File: src/rtl/ddr_mrs_pkg.sv
package ddr_mrs_pkg;
  typedef enum logic [2:0] {
    ST_IDLE,
    ST_WAIT_EXT,
    ST_GAP_EXT,
    ST_WAIT_MODE,
    ST_GAP_MODE
  } seq_state_t;

  localparam logic [1:0] BA_MODE = 2'b00;
  localparam logic [1:0] BA_EXT  = 2'b01;
endpackage

File: src/rtl/ddr_mrs_check.sv
module ddr_mrs_check #(
  parameter int ADDR_W = 12
) (
  input  logic [2:0]        bl,
  input  logic              bt,
  input  logic [2:0]        cl,
  input  logic              dll,
  output logic              legal,
  output logic [ADDR_W-1:0] mode_word
);
  logic bl_ok;
  logic cl_ok;

  always_comb begin
    unique case (bl)
      3'b001, 3'b010, 3'b011: bl_ok = 1'b1;
      3'b111:                 bl_ok = ~bt;   // full page: sequential only
      default:                bl_ok = 1'b0;
    endcase
    unique case (cl)
      3'b010, 3'b011, 3'b100, 3'b110: cl_ok = 1'b1;
      default:                        cl_ok = 1'b0;
    endcase
    legal = bl_ok & cl_ok;
  end

  always_comb begin
    mode_word      = '0;
    mode_word[2:0] = bl;
    mode_word[3]   = bt;
    mode_word[6:4] = cl;
    mode_word[7]   = 1'b0;   // test mode kept off
    mode_word[8]   = dll;
  end
endmodule

File: src/rtl/ddr_mrs_fsm.sv
module ddr_mrs_fsm
  import ddr_mrs_pkg::*;
#(
  parameter int ADDR_W  = 12,
  parameter int GAP_CYC = 2
) (
  input  logic              clk,
  input  logic              rst,
  input  logic              req_valid,
  input  logic              req_legal,
  input  logic [ADDR_W-1:0] req_mode_word,
  input  logic [ADDR_W-1:0] req_ext_word,
  input  logic              banks_idle,
  input  logic              cke_high,
  output logic              issue_ext,
  output logic              issue_mode,
  output logic [ADDR_W-1:0] ext_word,
  output logic [ADDR_W-1:0] mode_word,
  output logic              busy,
  output logic              done,
  output logic              err
);
  localparam int CNT_W = (GAP_CYC > 1) ? $clog2(GAP_CYC) : 1;
  localparam logic [CNT_W-1:0] LAST = CNT_W'(GAP_CYC - 1);

  seq_state_t       state;
  logic [CNT_W-1:0] cnt;
  logic             ready;

  assign ready      = banks_idle & cke_high;
  assign issue_ext  = (state == ST_WAIT_EXT)  & ready;
  assign issue_mode = (state == ST_WAIT_MODE) & ready;

  always_ff @(posedge clk) begin
    if (rst) begin
      state     <= ST_IDLE;
      cnt       <= '0;
      busy      <= 1'b0;
      done      <= 1'b0;
      err       <= 1'b0;
      ext_word  <= '0;
      mode_word <= '0;
    end else begin
      done <= 1'b0;
      err  <= 1'b0;
      unique case (state)
        ST_IDLE: begin
          if (req_valid) begin
            if (req_legal) begin
              ext_word  <= req_ext_word;
              mode_word <= req_mode_word;
              busy      <= 1'b1;
              state     <= ST_WAIT_EXT;
            end else begin
              err <= 1'b1;
            end
          end
        end
        ST_WAIT_EXT: begin
          if (ready) begin
            cnt   <= '0;
            state <= ST_GAP_EXT;
          end
        end
        ST_GAP_EXT: begin
          if (cnt == LAST) state <= ST_WAIT_MODE;
          else             cnt   <= cnt + 1'b1;
        end
        ST_WAIT_MODE: begin
          if (ready) begin
            cnt   <= '0;
            state <= ST_GAP_MODE;
          end
        end
        ST_GAP_MODE: begin
          if (cnt == LAST) begin
            state <= ST_IDLE;
            busy  <= 1'b0;
            done  <= 1'b1;
          end else begin
            cnt <= cnt + 1'b1;
          end
        end
        default: state <= ST_IDLE;
      endcase
    end
  end

  AST_ERR_PULSE: assert property (@(posedge clk) disable iff (rst)
    err |=> !err);
  AST_ERR_NOT_BUSY: assert property (@(posedge clk) disable iff (rst)
    err |-> !busy);
  AST_DONE_PULSE: assert property (@(posedge clk) disable iff (rst)
    done |=> !done);
  AST_DONE_ENDS_BUSY: assert property (@(posedge clk) disable iff (rst)
    done |-> (!busy && $past(busy)));
endmodule

File: src/rtl/ddr_mrs_cmdreg.sv
module ddr_mrs_cmdreg
  import ddr_mrs_pkg::*;
#(
  parameter int ADDR_W = 12
) (
  input  logic              clk,
  input  logic              rst,
  input  logic              issue_ext,
  input  logic              issue_mode,
  input  logic [ADDR_W-1:0] ext_word,
  input  logic [ADDR_W-1:0] mode_word,
  output logic              cs_n,
  output logic              ras_n,
  output logic              cas_n,
  output logic              we_n,
  output logic [1:0]        ba,
  output logic [ADDR_W-1:0] addr
);
  always_ff @(posedge clk) begin
    if (rst) begin
      {cs_n, ras_n, cas_n, we_n} <= 4'b1111;
      ba   <= '0;
      addr <= '0;
    end else if (issue_ext) begin
      {cs_n, ras_n, cas_n, we_n} <= 4'b0000;
      ba   <= BA_EXT;
      addr <= ext_word;
    end else if (issue_mode) begin
      {cs_n, ras_n, cas_n, we_n} <= 4'b0000;
      ba   <= BA_MODE;
      addr <= mode_word;
    end else begin
      {cs_n, ras_n, cas_n, we_n} <= 4'b1111;
    end
  end

  AST_ONE_ISSUE: assert property (@(posedge clk) disable iff (rst)
    !(issue_ext && issue_mode));
endmodule

File: src/rtl/ddr_mrs_seq.sv
module ddr_mrs_seq
  import ddr_mrs_pkg::*;
#(
  parameter int ADDR_W  = 12,
  parameter int GAP_CYC = 2
) (
  input  logic              clk,
  input  logic              rst,
  input  logic              req_valid,
  input  logic [2:0]        req_bl,
  input  logic              req_bt,
  input  logic [2:0]        req_cl,
  input  logic              req_dll,
  input  logic [ADDR_W-1:0] req_ext_word,
  input  logic              banks_idle,
  input  logic              cke_high,
  output logic              cmd_cs_n,
  output logic              cmd_ras_n,
  output logic              cmd_cas_n,
  output logic              cmd_we_n,
  output logic [1:0]        cmd_ba,
  output logic [ADDR_W-1:0] cmd_addr,
  output logic              busy,
  output logic              done,
  output logic              err
);
  logic              legal;
  logic [ADDR_W-1:0] chk_word;
  logic              issue_ext;
  logic              issue_mode;
  logic [ADDR_W-1:0] ext_q;
  logic [ADDR_W-1:0] mode_q;

  ddr_mrs_check #(.ADDR_W(ADDR_W)) check_i (
    .bl(req_bl), .bt(req_bt), .cl(req_cl), .dll(req_dll),
    .legal(legal), .mode_word(chk_word)
  );

  ddr_mrs_fsm #(.ADDR_W(ADDR_W), .GAP_CYC(GAP_CYC)) fsm_i (
    .clk(clk), .rst(rst), .req_valid(req_valid), .req_legal(legal),
    .req_mode_word(chk_word), .req_ext_word(req_ext_word),
    .banks_idle(banks_idle), .cke_high(cke_high),
    .issue_ext(issue_ext), .issue_mode(issue_mode),
    .ext_word(ext_q), .mode_word(mode_q),
    .busy(busy), .done(done), .err(err)
  );

  ddr_mrs_cmdreg #(.ADDR_W(ADDR_W)) cmdreg_i (
    .clk(clk), .rst(rst), .issue_ext(issue_ext), .issue_mode(issue_mode),
    .ext_word(ext_q), .mode_word(mode_q),
    .cs_n(cmd_cs_n), .ras_n(cmd_ras_n), .cas_n(cmd_cas_n), .we_n(cmd_we_n),
    .ba(cmd_ba), .addr(cmd_addr)
  );

  AST_CMD_READY: assert property (@(posedge clk) disable iff (rst)
    !cmd_cs_n |-> $past(banks_idle && cke_high));
  AST_CMD_GAP: assert property (@(posedge clk) disable iff (rst)
    !cmd_cs_n |=> cmd_cs_n ##1 cmd_cs_n);
  AST_CMD_IN_BUSY: assert property (@(posedge clk) disable iff (rst)
    !cmd_cs_n |-> busy);
  AST_STROBES_TOGETHER: assert property (@(posedge clk) disable iff (rst)
    $countones({cmd_cs_n, cmd_ras_n, cmd_cas_n, cmd_we_n}) inside {0, 4});
  AST_TM_LOW: assert property (@(posedge clk) disable iff (rst)
    (!cmd_cs_n && cmd_ba == BA_MODE) |-> (!cmd_addr[7] && cmd_addr[ADDR_W-1:9] == '0));
endmodule

File: config.mk
export PLATFORM = sky130hd
export DESIGN_NAME = ddr_mrs_seq
export DESIGN_NICKNAME = d
export VERILOG_FILES = /design/src/rtl/ddr_mrs_pkg.sv /design/src/rtl/ddr_mrs_check.sv /design/src/rtl/ddr_mrs_fsm.sv /design/src/rtl/ddr_mrs_cmdreg.sv /design/src/rtl/ddr_mrs_seq.sv
export SDC_FILE = /design/constraint.sdc
export NUM_CORES = 1
export LEC_CHECK = 0
export BUFFER_PORTS_ARGS = -buffer_cell sky130_fd_sc_hd__clkbuf_2
export CAP_MARGIN = 10
export CORE_UTILIZATION = 47
export DETAILED_ROUTE_END_ITERATION = 8
export PLACE_DENSITY = 0.77
export SLEW_MARGIN = 20
export SYNTH_ARGS = -nofsm -noshare
export SYNTH_HDL_FRONTEND = slang
export SYNTH_SLANG_ARGS = --single-unit
File: constraint.sdc
create_clock -name clk -period 1.35 [get_ports clk]
set_input_delay 0.0675 -clock clk [delete_from_list [all_inputs] [get_ports clk]]
set_output_delay 0.0675 -clock clk [all_outputs]
set_load 0.05 [all_outputs]
==> reports/qor.csv <==
metric;value;unit
first_pass_iters;4;
wire_per_inst;12.5;microns
cts_root_buf;clkbuf_8;
slew_violations;0;
worstPathCellList;nor2_4, nand2_2, nor3b_4, buf_4, buf_16, mux2i_1;
synth_top_area_frac;0.446;
clock_skew;0.0110;ns
ys_seq_elements;41;
worstRegToRegCells;6;
htreeDepth;2;
synthesis.area;1840;sq um
cpMaxStageDelayCell;dfxtp_2;
status;complete, but fails checks;
post-route-min-period;1.35;ns
end_kind;register;
antenna_left;0;
clkSinkCount;41;
syn-mean-instance-area;9.80;sq um
fin_cells;287;
start_util;0.496;
ys_types;33;
fmax;739;MHz
synth_top_family_by_area;simple AND/OR/NAND/NOR gates;
fin_total_pwr;2.57;mW
worstReg2RegStart;fsm_i.state[0]$_SDFFE_PP0P_;
hpwl;2260;microns
crit_required;1.59;ns
dieHeight;64.6;microns
min_to;fsm_i.ext_word[4]$_SDFFE_PP0P_;
synthMuxAreaShare;0.152;
cp_num_buf_inv;2;
fin_nets;263;
grt_pass1_wl;5690;microns
synthToLayoutAreaGrowth;26.5;%
cts_tree;yes;
slowest_delay;0.35;ns
fin_ws;-0.00319;ns
synth-async-reset-ratio;0;
cp_data_arrival_time;1.59;ns
antenna_found_initial;0;
vdd_drop_max;0.621;mV
cp_num_cells;6;
r2r_slack;-0.003;ns
leakage;0.909;nW
ys.flop_type;dfxtp_1;
drt_wl_total;3590;microns
synth-seq-area-share;0.446;
clk_latency;0.30;ns
yosysWarnings;0;
gp_congestion;0.763;
via_count;1396;
worstReg2RegEnd;fsm_i.mode_word[3]$_SDFFE_PP0P_;
fillers;304;
via_per_inst;4.86;
grt_pass1_vias;1246;
num_io_pins;46;
path_clk_slew;0.09;ns
hold_path_depth;3;
rsz0062_at_grt;yes;
critPathMaxFanout;10;
cts_made_buffers;5;
synthesis.nets;213;
netlist_instances;188;
place_ws;0.00210;ns
gr-total-overflow;0;
netlist_top_cells_count;41 x dfxtp_1, 41 x nand2b_1, 28 x mux2i_1, 13 x nor2_1, 10 x a211oi_1;
critPathKind;register to register;
finalHoldViolations;0;
clock_path_buffers;2;
dpl.cell_count;270;
final_util;0.627;
diodes;0;
drv_cap;0;
synth_edf_count;0;
dieArea;4170;sq um
crit_family;simple AND/OR/NAND/NOR gates;
cp-start-kind;register;
numPortBuffers;44;
synthAdderAreaFrac;0;
violations;setup timing;
setup_viol;1;
hold_class;input port to register;
synth-compound-area-share;0.0836;
synth-simple-area-share;0.246;
synthTopCellsByArea;dfxtp_1 45%, mux2i_1 15%, nand2b_1 14%;
grt_max_degree;49;
final.period_utilization;1.00;
power_density;1100;nW/um^2
drc;0;
synth_xor_area_frac;0.00951;
core;3720;sq um
die_w;64.6;microns
drive_gt1_frac;0.297;
rows;22;
hp-start;req_ext_word[4];
drtIter0Drc;100;
synth.largest_area_cell;dfxtp_1;
grt.total_usage;0.185;
placed cells by master, fill, tap and decap left out, drive strengths merged, types with 2 or more instances in the layout:
cell type    instances
clkbuf              49
nand2b              41
dfxtp               41
mux2i               28
nor2                15
buf                 12
a211oi              10
nand3b               5
a21oi                5
nand2                5
dlygate4sd3          4
nor3                 2
inv                  2
a22oi                2
nand3                2
per-stage QoR:
stage	cell area, sq um	hold WS (ns)	TNS [ns]
after floorplan	1840	0.222	0
after global placement	2110	0.313	0
after detailed placement	2110	0.318	0
after CTS	2320	0.000613	0
after global routing	2330	0.0135	-0.541
final	2330	0.00664	-0.00319
sequential cells by signal, indices dropped and copies added (netlist names):
name             count
fsm_i.err            1
fsm_i.done           1
fsm_i.cnt            1
fsm_i.ext_word      12
fsm_i.mode_word      8
fsm_i.busy           1
cmdreg_i.cas_n       1
cmdreg_i.addr       12
cmdreg_i.ba          1
fsm_i.state          3
per-layer routing:
metal | share of wire | global-route usage | up-vias
li1 | - | - | 724
met1 | 0.49 | 0.229 | 621
met2 | 0.43 | 0.280 | 47
met3 | 0.057 | 0.0475 | 4
met4 | 0.016 | 0.125 | 0
met5 | 0 | 0 | -
worst reg2reg max path, cell delays in order, from the launching register on:
cell and delay [ns]:
dfxtp_2 0.35, nor2_4 0.12, nand2_2 0.09, nor3b_4 0.22
buf_4 0.17, buf_16 0.14, mux2i_1 0.20
cell families after synthesis:
group | count (synthesis)
buf+inv | 19
flops | 41
xor+xnor | 2
mux | 28
compound gates | 21
simple gates | 76
other cells | 1
layout make-up:
| type | instances | area (sq um) | share of cell area |
|---|---|---|---|
| Timing Repair Buffer | 60 | 412 | 0.177 |
| Sequential cell | 41 | 822 | 0.353 |
| Clock inverter | 3 | 46.3 | 0.0199 |
| Tap cell | 48 | 60.1 | 0.0258 |
| Multi-Input combinational cell | 128 | 913 | 0.392 |
| Clock buffer | 5 | 68.8 | 0.0295 |
| Inverter | 2 | 7.51 | 0.00322 |
worst max-delay path by stage:
stage | end | slack [ns] | startpoint
after floorplan | fsm_i.ext_word[0]$_SDFFE_PP0P_ | 0.05 | fsm_i.state[1]$_SDFFE_PP0P_
after global placement | fsm_i.ext_word[7]$_SDFFE_PP0P_ | 0.04 | req_bt
after detailed placement | fsm_i.ext_word[9]$_SDFFE_PP0P_ | 0.002 | req_bt
after CTS | fsm_i.mode_word[2]$_SDFFE_PP0P_ | 0.001 | fsm_i.state[0]$_SDFFE_PP0P_
after global routing | fsm_i.ext_word[6]$_SDFFE_PP0P_ | -0.05 | fsm_i.state[0]$_SDFFE_PP0P_
final | fsm_i.mode_word[3]$_SDFFE_PP0P_ | -0.003 | fsm_i.state[0]$_SDFFE_PP0P_
what timing repair did:
item | 4_1_cts | 5_1_grt
gates resized for setup | 1 | 3
hold buffers | 4 | 0
gates cloned | 1 | 0
endpoints found under the hold margin | 4 | 0
pin swaps | 2 | 2
setup endpoints to repair | 6 | 22
setup buffers | 3 | 1
report_power, final:
part	switching, mW	leakage [nW]	total, mW	internal [mW]
Clock	0.451	0.0543	1.00	0.553
Combinational	0.158	0.522	0.305	0.147
Sequential	0.0207	0.332	1.26	1.24
Total	0.629	0.909	2.57	1.94
(Power assumes the default switching activity.)
